**config.mk**
```make
export PLATFORM = sky130hd
export DESIGN_NAME = msi_cap_regs
export DESIGN_NICKNAME = d
export VERILOG_FILES = /design/src/rtl/msi_cap_pkg.sv /design/src/rtl/msi_cap_decode.sv /design/src/rtl/msi_cap_ctrl.sv /design/src/rtl/msi_cap_vec.sv /design/src/rtl/msi_cap_regs.sv
export SDC_FILE = /design/constraint.sdc
export NUM_CORES = 1
export LEC_CHECK = 0
export CAP_MARGIN = 40
export CORE_MARGIN = 1.5
export CORE_UTILIZATION = 30
export DETAILED_ROUTE_END_ITERATION = 10
export DONT_BUFFER_PORTS = 1
export PLACE_DENSITY = 0.41
export SLEW_MARGIN = 20
export SYNTH_ARGS = -nofsm -noshare
export SYNTH_HDL_FRONTEND = slang
export SYNTH_SLANG_ARGS = --single-unit
export TNS_END_PERCENT = 1
```
**constraint.sdc**
```tcl
create_clock -name clk_i -period 2 [get_ports clk_i]
set_input_delay 0.2 -clock clk_i [delete_from_list [all_inputs] [get_ports clk_i]]
set_output_delay 0.2 -clock clk_i [all_outputs]
set_load 0.005 [all_outputs]
```
**src/rtl/msi_cap_pkg.sv**
```systemverilog
package msi_cap_pkg;
  // control word bit positions, decoded by software
  localparam int unsigned CW_EN  = 0;
  localparam int unsigned CW_MMC = 1;
  localparam int unsigned CW_MME = 4;
  localparam int unsigned CW_A64 = 7;
  localparam int unsigned CW_PVM = 8;

  function automatic int unsigned cap_len(input bit a64, input bit pvm);
    if (pvm) return a64 ? 24 : 20;
    return a64 ? 14 : 10;
  endfunction

  // dword indices that move with the 64-bit option
  function automatic int unsigned data_dw(input bit a64);
    return a64 ? 3 : 2;
  endfunction

  function automatic int unsigned mask_dw(input bit a64);
    return a64 ? 4 : 3;
  endfunction

  function automatic int unsigned pend_dw(input bit a64);
    return a64 ? 5 : 4;
  endfunction
endpackage

```
**src/rtl/msi_cap_decode.sv**
```systemverilog
module msi_cap_decode
  import msi_cap_pkg::*;
#(
  parameter bit ADDR64 = 1'b1,
  parameter bit PVM    = 1'b1,
  parameter int AW     = 8
) (
  input  logic [AW-1:0] addr_i,
  input  logic [3:0]    be_i,
  input  logic          wr_i,
  output logic [3:0]    lane_ok_o,
  output logic [3:0]    wbe_o,
  output logic          sel_ctrl_o,
  output logic          sel_alo_o,
  output logic          sel_ahi_o,
  output logic          sel_data_o,
  output logic          sel_mask_o,
  output logic          sel_pend_o
);
  localparam int DW = AW - 2;
  localparam logic [AW-1:0] LEN = AW'(cap_len(ADDR64, PVM));

  logic [DW-1:0] dw;
  logic          unused_lsb;

  assign dw         = addr_i[AW-1:2];
  assign unused_lsb = ^addr_i[1:0];

  for (genvar l = 0; l < 4; l++) begin : g_lane
    assign lane_ok_o[l] = ({dw, 2'(l)} < LEN);
    assign wbe_o[l]     = wr_i & be_i[l] & lane_ok_o[l];
  end

  assign sel_ctrl_o = (dw == DW'(0));
  assign sel_alo_o  = (dw == DW'(1));
  assign sel_ahi_o  = ADDR64 && (dw == DW'(2));
  assign sel_data_o = (dw == DW'(data_dw(ADDR64)));
  assign sel_mask_o = PVM && (dw == DW'(mask_dw(ADDR64)));
  assign sel_pend_o = PVM && (dw == DW'(pend_dw(ADDR64)));
endmodule

```
**src/rtl/msi_cap_ctrl.sv**
```systemverilog
module msi_cap_ctrl #(
  parameter int LOG_NV = 3
) (
  input  logic       clk_i,
  input  logic       rst_ni,
  input  logic       wr_i,
  input  logic [7:0] wbyte_i,
  output logic       en_o,
  output logic [2:0] mme_o
);
  logic [2:0] nx_mme;
  logic       unused_bits;

  assign unused_bits = ^{wbyte_i[7], wbyte_i[3:1]};

  // requested count above the capable count is pulled back when enabling
  always_comb begin
    nx_mme = wbyte_i[6:4];
    if (wbyte_i[0] && (nx_mme > 3'(LOG_NV))) nx_mme = 3'(LOG_NV);
  end

  always_ff @(posedge clk_i or negedge rst_ni) begin
    if (!rst_ni) begin
      en_o  <= 1'b0;
      mme_o <= '0;
    end else if (wr_i) begin
      en_o  <= wbyte_i[0];
      mme_o <= nx_mme;
    end
  end
endmodule

```
**src/rtl/msi_cap_vec.sv**
```systemverilog
module msi_cap_vec #(
  parameter int NV = 8
) (
  input  logic          clk_i,
  input  logic          rst_ni,
  input  logic [3:0]    mask_we_i,
  input  logic [31:0]   wdata_i,
  input  logic [NV-1:0] pend_set_i,
  input  logic [NV-1:0] pend_clr_i,
  output logic [NV-1:0] mask_o,
  output logic [NV-1:0] pend_o
);
  logic unused_in;

  assign unused_in = ^{mask_we_i, wdata_i};

  for (genvar b = 0; b < NV; b++) begin : g_bit
    logic m_q, p_q;

    always_ff @(posedge clk_i or negedge rst_ni) begin
      if (!rst_ni) m_q <= 1'b0;
      else if (mask_we_i[b/8]) m_q <= wdata_i[b];
    end

    always_ff @(posedge clk_i or negedge rst_ni) begin
      if (!rst_ni) p_q <= 1'b0;
      else if (pend_set_i[b]) p_q <= 1'b1;
      else if (pend_clr_i[b]) p_q <= 1'b0;
    end

    assign mask_o[b] = m_q;
    assign pend_o[b] = p_q;
  end
endmodule

```
**src/rtl/msi_cap_regs.sv**
```systemverilog
module msi_cap_regs
  import msi_cap_pkg::*;
#(
  parameter int NUM_VEC = 8,
  parameter bit ADDR64  = 1'b1,
  parameter bit PVM     = 1'b1,
  parameter int AW      = 8
) (
  input  logic               clk_i,
  input  logic               rst_ni,
  input  logic               wr_i,
  input  logic [AW-1:0]      addr_i,
  input  logic [3:0]         be_i,
  input  logic [31:0]        wdata_i,
  output logic [31:0]        rdata_o,
  input  logic [NUM_VEC-1:0] pend_set_i,
  input  logic [NUM_VEC-1:0] pend_clr_i,
  output logic               en_o,
  output logic               intx_off_o,
  output logic [7:0]         nvec_o,
  output logic [63:0]        msg_addr_o,
  output logic [15:0]        msg_data_o,
  output logic [NUM_VEC-1:0] mask_o,
  output logic [NUM_VEC-1:0] pend_o
);
  localparam int LOG_NV = $clog2(NUM_VEC);

  logic [3:0]  lane_ok, wbe;
  logic        sel_ctrl, sel_alo, sel_ahi, sel_data, sel_mask, sel_pend;
  logic        en_q;
  logic [2:0]  mme_q;
  logic [15:0] ctrl_word;
  logic [31:2] alo_q;
  logic [31:0] ahi_q;
  logic [15:0] data_q;
  logic [31:0] raw, lane_mask;

  msi_cap_decode #(.ADDR64(ADDR64), .PVM(PVM), .AW(AW)) u_dec (
    .addr_i     (addr_i),
    .be_i       (be_i),
    .wr_i       (wr_i),
    .lane_ok_o  (lane_ok),
    .wbe_o      (wbe),
    .sel_ctrl_o (sel_ctrl),
    .sel_alo_o  (sel_alo),
    .sel_ahi_o  (sel_ahi),
    .sel_data_o (sel_data),
    .sel_mask_o (sel_mask),
    .sel_pend_o (sel_pend)
  );

  msi_cap_ctrl #(.LOG_NV(LOG_NV)) u_ctrl (
    .clk_i   (clk_i),
    .rst_ni  (rst_ni),
    .wr_i    (sel_ctrl & wbe[2]),
    .wbyte_i (wdata_i[23:16]),
    .en_o    (en_q),
    .mme_o   (mme_q)
  );

  always_comb begin
    ctrl_word                    = '0;
    ctrl_word[CW_EN]             = en_q;
    ctrl_word[CW_MMC +: 3]       = 3'(LOG_NV);
    ctrl_word[CW_MME +: 3]       = mme_q;
    ctrl_word[CW_A64]            = ADDR64;
    ctrl_word[CW_PVM]            = PVM;
  end

  // low address, bits 1:0 hardwired to zero
  always_ff @(posedge clk_i or negedge rst_ni) begin
    if (!rst_ni) begin
      alo_q <= '0;
    end else if (sel_alo) begin
      if (wbe[0]) alo_q[7:2]   <= wdata_i[7:2];
      if (wbe[1]) alo_q[15:8]  <= wdata_i[15:8];
      if (wbe[2]) alo_q[23:16] <= wdata_i[23:16];
      if (wbe[3]) alo_q[31:24] <= wdata_i[31:24];
    end
  end

  if (ADDR64) begin : g_ahi
    always_ff @(posedge clk_i or negedge rst_ni) begin
      if (!rst_ni) begin
        ahi_q <= '0;
      end else if (sel_ahi) begin
        for (int l = 0; l < 4; l++) if (wbe[l]) ahi_q[8*l +: 8] <= wdata_i[8*l +: 8];
      end
    end
  end else begin : g_no_ahi
    assign ahi_q = '0;
  end

  always_ff @(posedge clk_i or negedge rst_ni) begin
    if (!rst_ni) begin
      data_q <= '0;
    end else if (sel_data) begin
      if (wbe[0]) data_q[7:0]  <= wdata_i[7:0];
      if (wbe[1]) data_q[15:8] <= wdata_i[15:8];
    end
  end

  if (PVM) begin : g_vec
    msi_cap_vec #(.NV(NUM_VEC)) u_vec (
      .clk_i      (clk_i),
      .rst_ni     (rst_ni),
      .mask_we_i  (wbe & {4{sel_mask}}),
      .wdata_i    (wdata_i),
      .pend_set_i (pend_set_i),
      .pend_clr_i (pend_clr_i),
      .mask_o     (mask_o),
      .pend_o     (pend_o)
    );
  end else begin : g_no_vec
    logic unused_pend;
    assign unused_pend = ^{pend_set_i, pend_clr_i};
    assign mask_o = '0;
    assign pend_o = '0;
  end

  // read path: select dword, then blank bytes beyond the window
  always_comb begin
    raw = '0;
    if (sel_ctrl)      raw = {ctrl_word, 16'h0000};
    else if (sel_alo)  raw = {alo_q, 2'b00};
    else if (sel_ahi)  raw = ahi_q;
    else if (sel_data) raw = {16'h0000, data_q};
    else if (sel_mask) raw = 32'(mask_o);
    else if (sel_pend) raw = 32'(pend_o);
  end

  for (genvar l = 0; l < 4; l++) begin : g_rmask
    assign lane_mask[8*l +: 8] = {8{lane_ok[l]}};
  end

  assign rdata_o    = raw & lane_mask;
  assign en_o       = en_q;
  assign intx_off_o = en_q;
  assign nvec_o     = 8'd1 << mme_q;
  assign msg_addr_o = {ahi_q, alo_q, 2'b00};
  assign msg_data_o = data_q;
endmodule

```
==> impl_metrics.json, run 1 <==
{
  "grt_first_pass_wirelength_um": 20300,
  "grt.busiest_layer": "met2",
  "primary_ff_master_synth": "sky130_fd_sc_hd__dfrtp_1",
  "synth.cells.most_frequent": "sky130_fd_sc_hd__dfrtp_1, sky130_fd_sc_hd__mux2_2, sky130_fd_sc_hd__buf_4, sky130_fd_sc_hd__clkbuf_1, sky130_fd_sc_hd__o21ai_0",
  "cts_buffers": 9,
  "hold_violations": 98,
  "worstPathArrival_ns": 1.68,
  "drt_pre_antenna_iters": 4,
  "final.fill_count": 1533,
  "floorplan.initialDensity": 0.310,
  "number_of_port_buffers": 0,
  "syn-cell-area_um2": 4760,
  "final_max_slew_viol_count": 0,
  "areaGrowthSynthToFinish_pct": 21.0,
  "setup_crit_start_kind": "input pin",
  "synth.ff_latch_count": 98,
  "antenna_found_initial": 2,
  "synthesized_netlist_cell_count": 399,
  "design.portCount": 201,
  "core_region_area_um2": 15400,
  "routed_via_density": 5.14,
  "area.sequential_um2": 2450,
  "drt_iter0_drc": 113,
  "timing.final.setup_violations": 0,
  "clock_tree_from_tritoncts": "done",
  "cts.reportedPaths.clkPinSlew_ns": 0.07,
  "syn_area_per_cell_um2": 11.9,
  "final_critical_path_setup_slack_ns": 0.123,
  "global_route.usage.met2": 0.269,
  "wire_per_inst_um": 21.2,
  "dominant_cell_by_count_in_the_synthesized_netlist": "sky130_fd_sc_hd__dfrtp_1",
  "multiInputGateArea_um2": 2020,
  "grt_use_met3": 0.0516,
  "finalWirelength_um": 13800,
  "highest_attainable_clock_frequency_mhz": 533,
  "worst-setup-path-type": "in -> out",
  "status": "finished with violations",
  "worst_skew_pair.late_latency_ns": 0.34,
  "layout_worst_path_cycle_share": 0.938,
  "final_util": 0.375,
  "yosys-top-cells-area": "sky130_fd_sc_hd__dfrtp_1, sky130_fd_sc_hd__mux2_2, sky130_fd_sc_hd__buf_4",
  "layout_cells_sized_above_1": 0.312,
  "netlist.top_cell.by_area": "sky130_fd_sc_hd__dfrtp_1",
  "grt_setup_unrepaired": "false",
  "num-nets-final": 498,
  "number_of_enable_type_register_cells_in_the_synthesized_netlist": 0,
  "drc": 0,
  "synthesis.yosys.warnings": 0,
  "asyncSetResetFlopFracSynth": 1.00,
  "clock_path_buffers": 2,
  "worst_clock_skew_ns": 0,
  "floorplan.die_area_um2": 16600,
  "number_of_routed_nets_with_antenna_violations": 0,
  "preCtsSetupSlack_ns": -0.0146,
  "synth_cell_types": 40,
  "grt.met1_usage": 0.205,
  "h_tree_depth": 3,
  "worstSetupEndpointType": "output pin",
  "die_height_um": 129,
  "grt_pass1_vias": 3467,
  "final.hold.worst_slack_ns": -0.452,
  "grt_overflow_total": 0,
  "dp_hpwl_um": 9590,
  "cts_hold_buf": 48,
  "place_congestion": 0.733,
  "grt_start_max_net_pins": 99,
  "final_period_minus_worst_setup_slack_ns": 1.88,
  "rows": 45,
  "peak_vdd_ir_mv": 0.396,
  "groute.usage.overall": 0.166,
  "critical_path_required_ns": 1.80,
  "drv.max_cap_violation_count": 0,
  "die_w_um": 129,
  "power.leakage_nw": 2.60,
  "via_count": 3346,
  "worstHoldPathType": "in -> async",
  "root_buffer": "sky130_fd_sc_hd__clkbuf_16",
  "power.density_nw_per_um2": 786,
  "cts_sink_cnt": 98,
  "yosysTopAreaCellShare": 0.515,
  "failed_checks": "hold timing",
  "path_max_fanout": 6,
  "synth_sequential_area_ratio": 0.515
}
[through the flow]
step / TNS [ns] / std cells / cell area (um^2) / power [mW]
3_3_place_gp: -0.0283 / 587 / 4970 / 2.67
4_1_cts: 0 / 650 / 5750 / 4.60
3_5_place_dp: -0.119 / 587 / 4970 / 2.68
5_1_grt: 0 / 651 / 5760 / 4.74
6_report: 0 / 651 / 5760 / 4.52
2_1_floorplan: 0 / 400 / 4760 / 2.62
[per-layer routing]
| layer | up-vias | share of wire |
|---|---|---|
| li1 | 1490 | - |
| met1 | 1721 | 0.41 |
| met2 | 114 | 0.50 |
| met3 | 19 | 0.071 |
| met4 | 2 | 0.019 |
| met5 | - | 0.00087 |
[registers in the layout (all words and copies together) (netlist names)]
register,cells
ahi_q,32
u_ctrl.mme_o,3
g_vec.u_vec.g_bit.p_q,8
u_ctrl.en_o,1
msg_data_o,16
g_vec.u_vec.g_bit.m_q,8
alo_q,30
[final cells by class]
class / count / share of cell area
Clock buffer: 11 / 0.0439
Clock inverter: 4 / 0.00891
Timing Repair Buffer: 69 / 0.117
Tap cell: 211 / 0.0459
Inverter: 11 / 0.00717
Sequential cell: 98 / 0.426
Antenna cell: 1 / 0.000435
Multi-Input combinational cell: 246 / 0.350
[cell families after synthesis]
kind of cell | synth area share
DFF | 0.515
muxes | 0.224
AOI/OAI and AO/OA | 0.106
and+or+nand+nor | 0.0910
buffers and inverters | 0.0628
other | 0.000788
[worst paths after layout]
| check | start | end | slack, ns | cells past startpoint |
|---|---|---|---|---|
| worst min-delay path | rst_ni | alo_q[21] | -0.45 | 0 |
| worst max-delay path | addr_i[7] | rdata_o[4] | 0.12 | 5 |
| max in group asynchronous | rst_ni | msg_data_o[9] | 2.33 | 0 |
| min in group clk_i | wdata_i[22] | u_ctrl.mme_o[2] | 0.02 | 2 |
| worst min register to register | ahi_q[1] | ahi_q[1] | 0.56 | 1 |
| worst max register to register | g_vec.u_vec.g_bit[2].p_q | g_vec.u_vec.g_bit[2].p_q | 0.74 | 3 |
[power breakdown]
group / leakage (nW) / internal [mW] / switching, mW / total [mW]
clock: 0.148 / 1.03 / 0.759 / 1.79
combinational: 1.15 / 0.246 / 0.156 / 0.402
sequential: 1.31 / 2.15 / 0.186 / 2.33
[repair_timing]
item                                    in CTS  in global routing
hold endpoints to repair                   192                 98
resized for setup                            0                  1
endpoints found under the setup margin       0                  3
buffers inserted                             0                  0
[worst max-delay path, stage by stage]
cell and delay [ns]:
sky130_fd_sc_hd__or4_1 0.62, sky130_fd_sc_hd__nand2b_2 0.32, sky130_fd_sc_hd__buf_4 0.20, sky130_fd_sc_hd__o2111ai_1 0.20, sky130_fd_sc_hd__a21oi_1 0.13
[placed cells by master (no fill, tap or decap), drive strengths merged, types with 2 or more instances in the layout]
cell type,n
nor3b,2
nand2,12
nor2,18
mux2i,4
dfrtp,98
nor2b,5
o21ai,19
inv,11
clkbuf,11
nor3,6
and3,3
o2111ai,5
a22oi,10
dlygate4sd3,48
clkinv,2
nand3,15
mux2,91
nand2b,6
a21o,2
o21bai,6
a21oi,18
conb,2
a22o,13
buf,21
Note: power is estimated with default switching activity, not from simulation.
==> run 2, diff against run 1 <==
Settings changed: CELL_PAD_IN_SITES_DETAIL_PLACEMENT from default to 0, CELL_PAD_IN_SITES_GLOBAL_PLACEMENT from default to 1, PLACE_DENSITY 0.41 to 0.51, SYNTH_HIERARCHICAL from default to 1.
==> impl_metrics.json, run 2 <==
{
  "status": "finished with violations",
  "failed_checks": "hold timing, setup timing",
  "syn-cell-area_um2": 4810,
  "drv.max_cap_violation_count": 0,
  "drt_pre_antenna_iters": 4,
  "clock_path_buffers": 2,
  "place_congestion": 0.734,
  "synthesis.yosys.warnings": 6,
  "h_tree_depth": 3,
  "final_max_slew_viol_count": 0,
  "final_cell_mix": "sky130_fd_sc_hd__dfrtp_1, sky130_fd_sc_hd__mux2_2, sky130_fd_sc_hd__dlygate4sd3_1, sky130_fd_sc_hd__buf_4, sky130_fd_sc_hd__a221oi_1",
  "place.detailed.instances": 613,
  "syn_area_per_cell_um2": 12.1,
  "max_slew.worst_pin.slew_ns": 0.513,
  "crit_path_start": "addr_i[4]",
  "worstPathArrival_ns": 1.84,
  "worst_skew_pair.late_latency_ns": 0.34,
  "drt_iter0_drc": 130,
  "crit_end": "rdata_o[31]",
  "num-nets-final": 520,
  "routed_via_density": 5.20,
  "wire_per_inst_um": 20.9,
  "power.leakage_nw": 2.76,
  "cts_sink_cnt": 98,
  "groute.usage.overall": 0.167,
  "setup_crit_start_kind": "input pin",
  "layout_worst_path_cycle_share": 1.02,
  "root_buffer": "sky130_fd_sc_hd__clkbuf_16",
  "synthesized_netlist_cell_count": 398,
  "rows": 46,
  "final.hold.worst_slack_ns": -0.455,
  "largest_reg_flops": 32,
  "floorplan.initialDensity": 0.305,
  "reg2reg_to": "g_vec.u_vec/g_bit[6].p_q",
  "clock_tree_from_tritoncts": "done",
  "die_w_um": 130,
  "critical_path_required_ns": 1.80,
  "finalWirelength_um": 14200,
  "final.fill_count": 1580,
  "layout_cells_sized_above_1": 0.366,
  "grt_first_pass_wirelength_um": 20800,
  "grt_start_max_net_pins": 99,
  "cts_buffers": 9,
  "timing.final.setup_violations": 10,
  "ff2ff_path_depth": 2,
  "highest_attainable_clock_frequency_mhz": 489,
  "design.portCount": 201,
  "worstSetupEndpointType": "output pin",
  "die_height_um": 130,
  "cts.reportedPaths.clkPinSlew_ns": 0.07,
  "final_period_minus_worst_setup_slack_ns": 2.04,
  "path_max_fanout": 6,
  "areaGrowthSynthToFinish_pct": 25.8,
  "crit-reg2reg-launch": "g_vec.u_vec/g_bit[6].p_q",
  "fin_cells": 679,
  "setup_tns_ns": -0.223,
  "number_of_port_buffers": 0,
  "postPlaceCellArea_um2": 5150,
  "number_of_routed_nets_with_antenna_violations": 0,
  "slew-limit-headroom": 0.656,
  "power.density_nw_per_um2": 681,
  "core_region_area_um2": 15800,
  "timing.reg2reg.setup_slack_ns": 0.74,
  "dp_hpwl_um": 9990,
  "mostFrequentLayoutCell": "sky130_fd_sc_hd__dfrtp_1",
  "top_register": "ahi_q",
  "design_area_um2": 6050,
  "antenna_found_initial": 2,
  "via_count": 3529,
  "grt_overflow_total": 0,
  "worst-setup-path-type": "in -> out",
  "final_critical_path_setup_slack_ns": -0.0450,
  "grt_setup_unrepaired": "true",
  "worstHoldPathType": "in -> async",
  "drc": 0,
  "grt_pass1_vias": 3571,
  "floorplan.die_area_um2": 16800,
  "peak_vdd_ir_mv": 0.434,
  "worst_clock_skew_ns": 0,
  "hold_violations": 98
}
run 2: worst min-delay path by stage:
| stage | start | end | cells after the start |
|---|---|---|---|
| 2_1_floorplan | rst_ni | ahi_q[0] | 0 |
| 3_3_place_gp | rst_ni | alo_q[12] | 0 |
| 3_5_place_dp | rst_ni | alo_q[12] | 0 |
| 4_1_cts | rst_ni | alo_q[12] | 0 |
| 5_1_grt | rst_ni | ahi_q[14] | 0 |
| 6_report | rst_ni | alo_q[11] | 0 |
run 2: what timing repair did:
action	CTS	global route
resized for setup	5	21
cloned	0	1
setup buffers	0	4
pin swaps	1	8
hold buffers	43	1
endpoints found under the setup margin	14	30
hold endpoints to repair	191	99
run 2: power breakdown:
group | switching [mW] | internal, mW
combinational | 0.0818 | 0.119
clock | 0.732 | 1.13
sequential | 0.0390 | 2.01
total | 0.852 | 3.27
run 2: routing by layer:
| metal | up-vias | GRT usage | share of wire |
|---|---|---|---|
| met4 | 2 | 0.0588 | 0.015 |
| met5 | - | 0 | 0.00092 |
| met3 | 14 | 0.0537 | 0.075 |
| met1 | 1813 | 0.208 | 0.43 |
| li1 | 1561 | - | - |
| met2 | 139 | 0.272 | 0.48 |
run 2: final cells by class:
class / instances / area (um^2) / share of cell area
clock buffers: 14 / 254 / 0.0420
multi-input cells: 255 / 2170 / 0.358
inverters: 12 / 45.0 / 0.00744
flip-flops and latches: 98 / 2450 / 0.405
diodes: 1 / 2.50 / 0.000413
well taps: 216 / 270 / 0.0446
clock inverters: 2 / 60.1 / 0.00992
repair buffers: 81 / 800 / 0.132
run 2: critical path, cell delays in order:
cell and delay (ns):
sky130_fd_sc_hd__or4_4 0.58, sky130_fd_sc_hd__nor3b_4 0.34, sky130_fd_sc_hd__buf_6 0.16, sky130_fd_sc_hd__and2b_4 0.24, sky130_fd_sc_hd__buf_12 0.14, sky130_fd_sc_hd__a22oi_1 0.06
sky130_fd_sc_hd__nor2_1 0.12
run 2: through the flow:
| stage | setup WS [ns] | utilization | power, mW |
|---|---|---|---|
| after floorplan | 0.0210 | - | 2.18 |
| after global placement | -0.265 | 0.326 | 2.20 |
| after detailed placement | -0.241 | 0.326 | 2.20 |
| after global routing | -0.0794 | 0.384 | 4.28 |
| after CTS | -0.0316 | 0.375 | 4.18 |
| final | -0.0450 | 0.384 | 4.12 |
==> run 3, diff against run 2 <==
Settings changed: SKIP_CTS_REPAIR_TIMING from default to 1.
Clock period 2 ns to 1.9 ns, I/O delays scaled along.
==> impl_metrics.json, run 3 (synthesis gave the netlist of run 2 again) <==
{
  "clock_tree_from_tritoncts": "done",
  "power_frac_comb": 0.049,
  "final.hold.worst_slack_ns": -0.461,
  "h_tree_depth": 3,
  "number_of_routed_nets_with_antenna_violations": 0,
  "drt_pre_antenna_iters": 4,
  "final_period_minus_worst_setup_slack_ns": 2.09,
  "worst-setup-path-type": "in -> out",
  "power.leakage_nw": 2.77,
  "setup_crit_start_kind": "input pin",
  "finalWirelength_um": 14700,
  "routed_via_density": 5.10,
  "grt_first_pass_wirelength_um": 20300,
  "worst_skew_pair.late_latency_ns": 0.35,
  "layout_worst_path_cycle_share": 1.10,
  "die_height_um": 130,
  "final_max_slew_viol_count": 0,
  "critical_path_required_ns": 1.71,
  "rows": 46,
  "core_region_area_um2": 15800,
  "grt_start_max_net_pins": 99,
  "worstPathArrival_ns": 1.90,
  "worst_clock_skew_ns": 0,
  "share_seq_of_total_power": 0.507,
  "number_of_port_buffers": 0,
  "grt_overflow_total": 0,
  "peak_vdd_ir_mv": 0.394,
  "die_w_um": 130,
  "design_area_um2": 6120,
  "final_cell_mix": "sky130_fd_sc_hd__dfrtp_1, sky130_fd_sc_hd__mux2_2, sky130_fd_sc_hd__dlygate4sd3_1, sky130_fd_sc_hd__buf_4, sky130_fd_sc_hd__nor2_1",
  "layout_cells_sized_above_1": 0.416,
  "postPlaceCellArea_um2": 5170,
  "root_buffer": "sky130_fd_sc_hd__clkbuf_16",
  "cts.reportedPaths.clkPinSlew_ns": 0.06,
  "worstHoldPathType": "in -> async",
  "areaGrowthSynthToFinish_pct": 27.1,
  "floorplan.die_area_um2": 16800,
  "num-nets-final": 520,
  "largest_reg_flops": 32,
  "cts_sink_cnt": 98,
  "top_register": "ahi_q",
  "final_critical_path_setup_slack_ns": -0.191,
  "worstSetupEndpointType": "output pin",
  "setup_tns_ns": -3.82,
  "grt_setup_unrepaired": "true",
  "place_congestion": 0.750,
  "drv.max_cap_violation_count": 0,
  "share_clk_of_total_power": 0.444,
  "drc": 0,
  "switching_share_of_power": 0.220,
  "clock_path_buffers": 2,
  "dp_hpwl_um": 10200,
  "via_count": 3463,
  "grt_pass1_vias": 3438,
  "floorplan.initialDensity": 0.305,
  "final_util": 0.388,
  "mostFrequentLayoutCell": "sky130_fd_sc_hd__dfrtp_1",
  "cts_buffers": 9,
  "final.fill_count": 1587,
  "status": "finished with violations",
  "timing.final.setup_violations": 32,
  "cell_internal_power_mw": 3.33,
  "groute.usage.overall": 0.164,
  "path_max_fanout": 5,
  "power_dissipated_by_switching_net_loads_uw": 941,
  "highest_attainable_clock_frequency_mhz": 478,
  "wire_per_inst_um": 21.6,
  "design.portCount": 201,
  "power.density_nw_per_um2": 698,
  "failed_checks": "hold timing, setup timing",
  "hold_violations": 100,
  "drt_iter0_drc": 149,
  "antenna_found_initial": 1
}
[run 3: final timing paths]
path | startpoint | end | slack (ns) | cells past startpoint
hold / removal | rst_ni | alo_q[28] | -0.46 | 0
setup / recovery | addr_i[4] | rdata_o[17] | -0.19 | 7
hold reg to reg | g_vec.u_vec/g_bit[1].p_q | g_vec.u_vec/g_bit[1].p_q | 0.54 | 1
setup reg to reg | u_ctrl/en_o | u_ctrl/en_o | 1.04 | 1
max in group asynchronous | rst_ni | ahi_q[14] | 2.23 | 0
min in group clk_i | pend_clr_i[3] | g_vec.u_vec/g_bit[3].p_q | -0.01 | 2
[run 3: power by group through the flow]
stage	Sequential (mW)	Combinational, mW	Clock [mW]
detailed placement	2.20	0.115	0
finish	2.16	0.208	1.90
global placement	2.20	0.112	0
floorplan	2.18	0.110	0
global route	2.17	0.226	2.04
CTS	2.16	0.115	1.96
[run 3: metrics by stage]
| step | hold WS [ns] | worst slack (ns) | cells | power, mW |
|---|---|---|---|---|
| after floorplan | -0.106 | 0.00484 | 399 | 2.29 |
| after global placement | -0.101 | -0.236 | 618 | 2.31 |
| after detailed placement | -0.102 | -0.271 | 618 | 2.32 |
| after CTS | -0.481 | -0.208 | 634 | 4.24 |
| after global routing | -0.481 | -0.234 | 678 | 4.43 |
| final | -0.461 | -0.191 | 679 | 4.27 |
[run 3: final cells by class]
cell class                      instances  area, um^2  share of cell area
Antenna cell                            1        2.50            0.000409
Sequential cell                        98        2450               0.401
Timing Repair Buffer                   80         764               0.125
Inverter                               12        45.0             0.00736
Tap cell                              216         270              0.0442
Clock inverter                          5        52.6             0.00859
Clock buffer                           11         253              0.0413
Multi-Input combinational cell        256        2280               0.372
[run 3: worst max-delay path, cell delays in order]
cell	delay [ns]
sky130_fd_sc_hd__or4_4	0.55
sky130_fd_sc_hd__buf_6	0.16
sky130_fd_sc_hd__nor3b_4	0.20
sky130_fd_sc_hd__buf_4	0.16
sky130_fd_sc_hd__and2b_2	0.28
sky130_fd_sc_hd__a221oi_1	0.25
sky130_fd_sc_hd__nor2b_1	0.10
[run 3: metal layers]
metal | share of wire | global-route usage | wire [um] | vias up
met2 | 0.47 | 0.258 | 6920 | 136
met3 | 0.087 | 0.0665 | 1280 | 14
met1 | 0.42 | 0.199 | 6210 | 1755
met4 | 0.018 | 0.0699 | 267 | 0
li1 | - | - | - | 1558
met5 | 0 | 0 | 0 | -
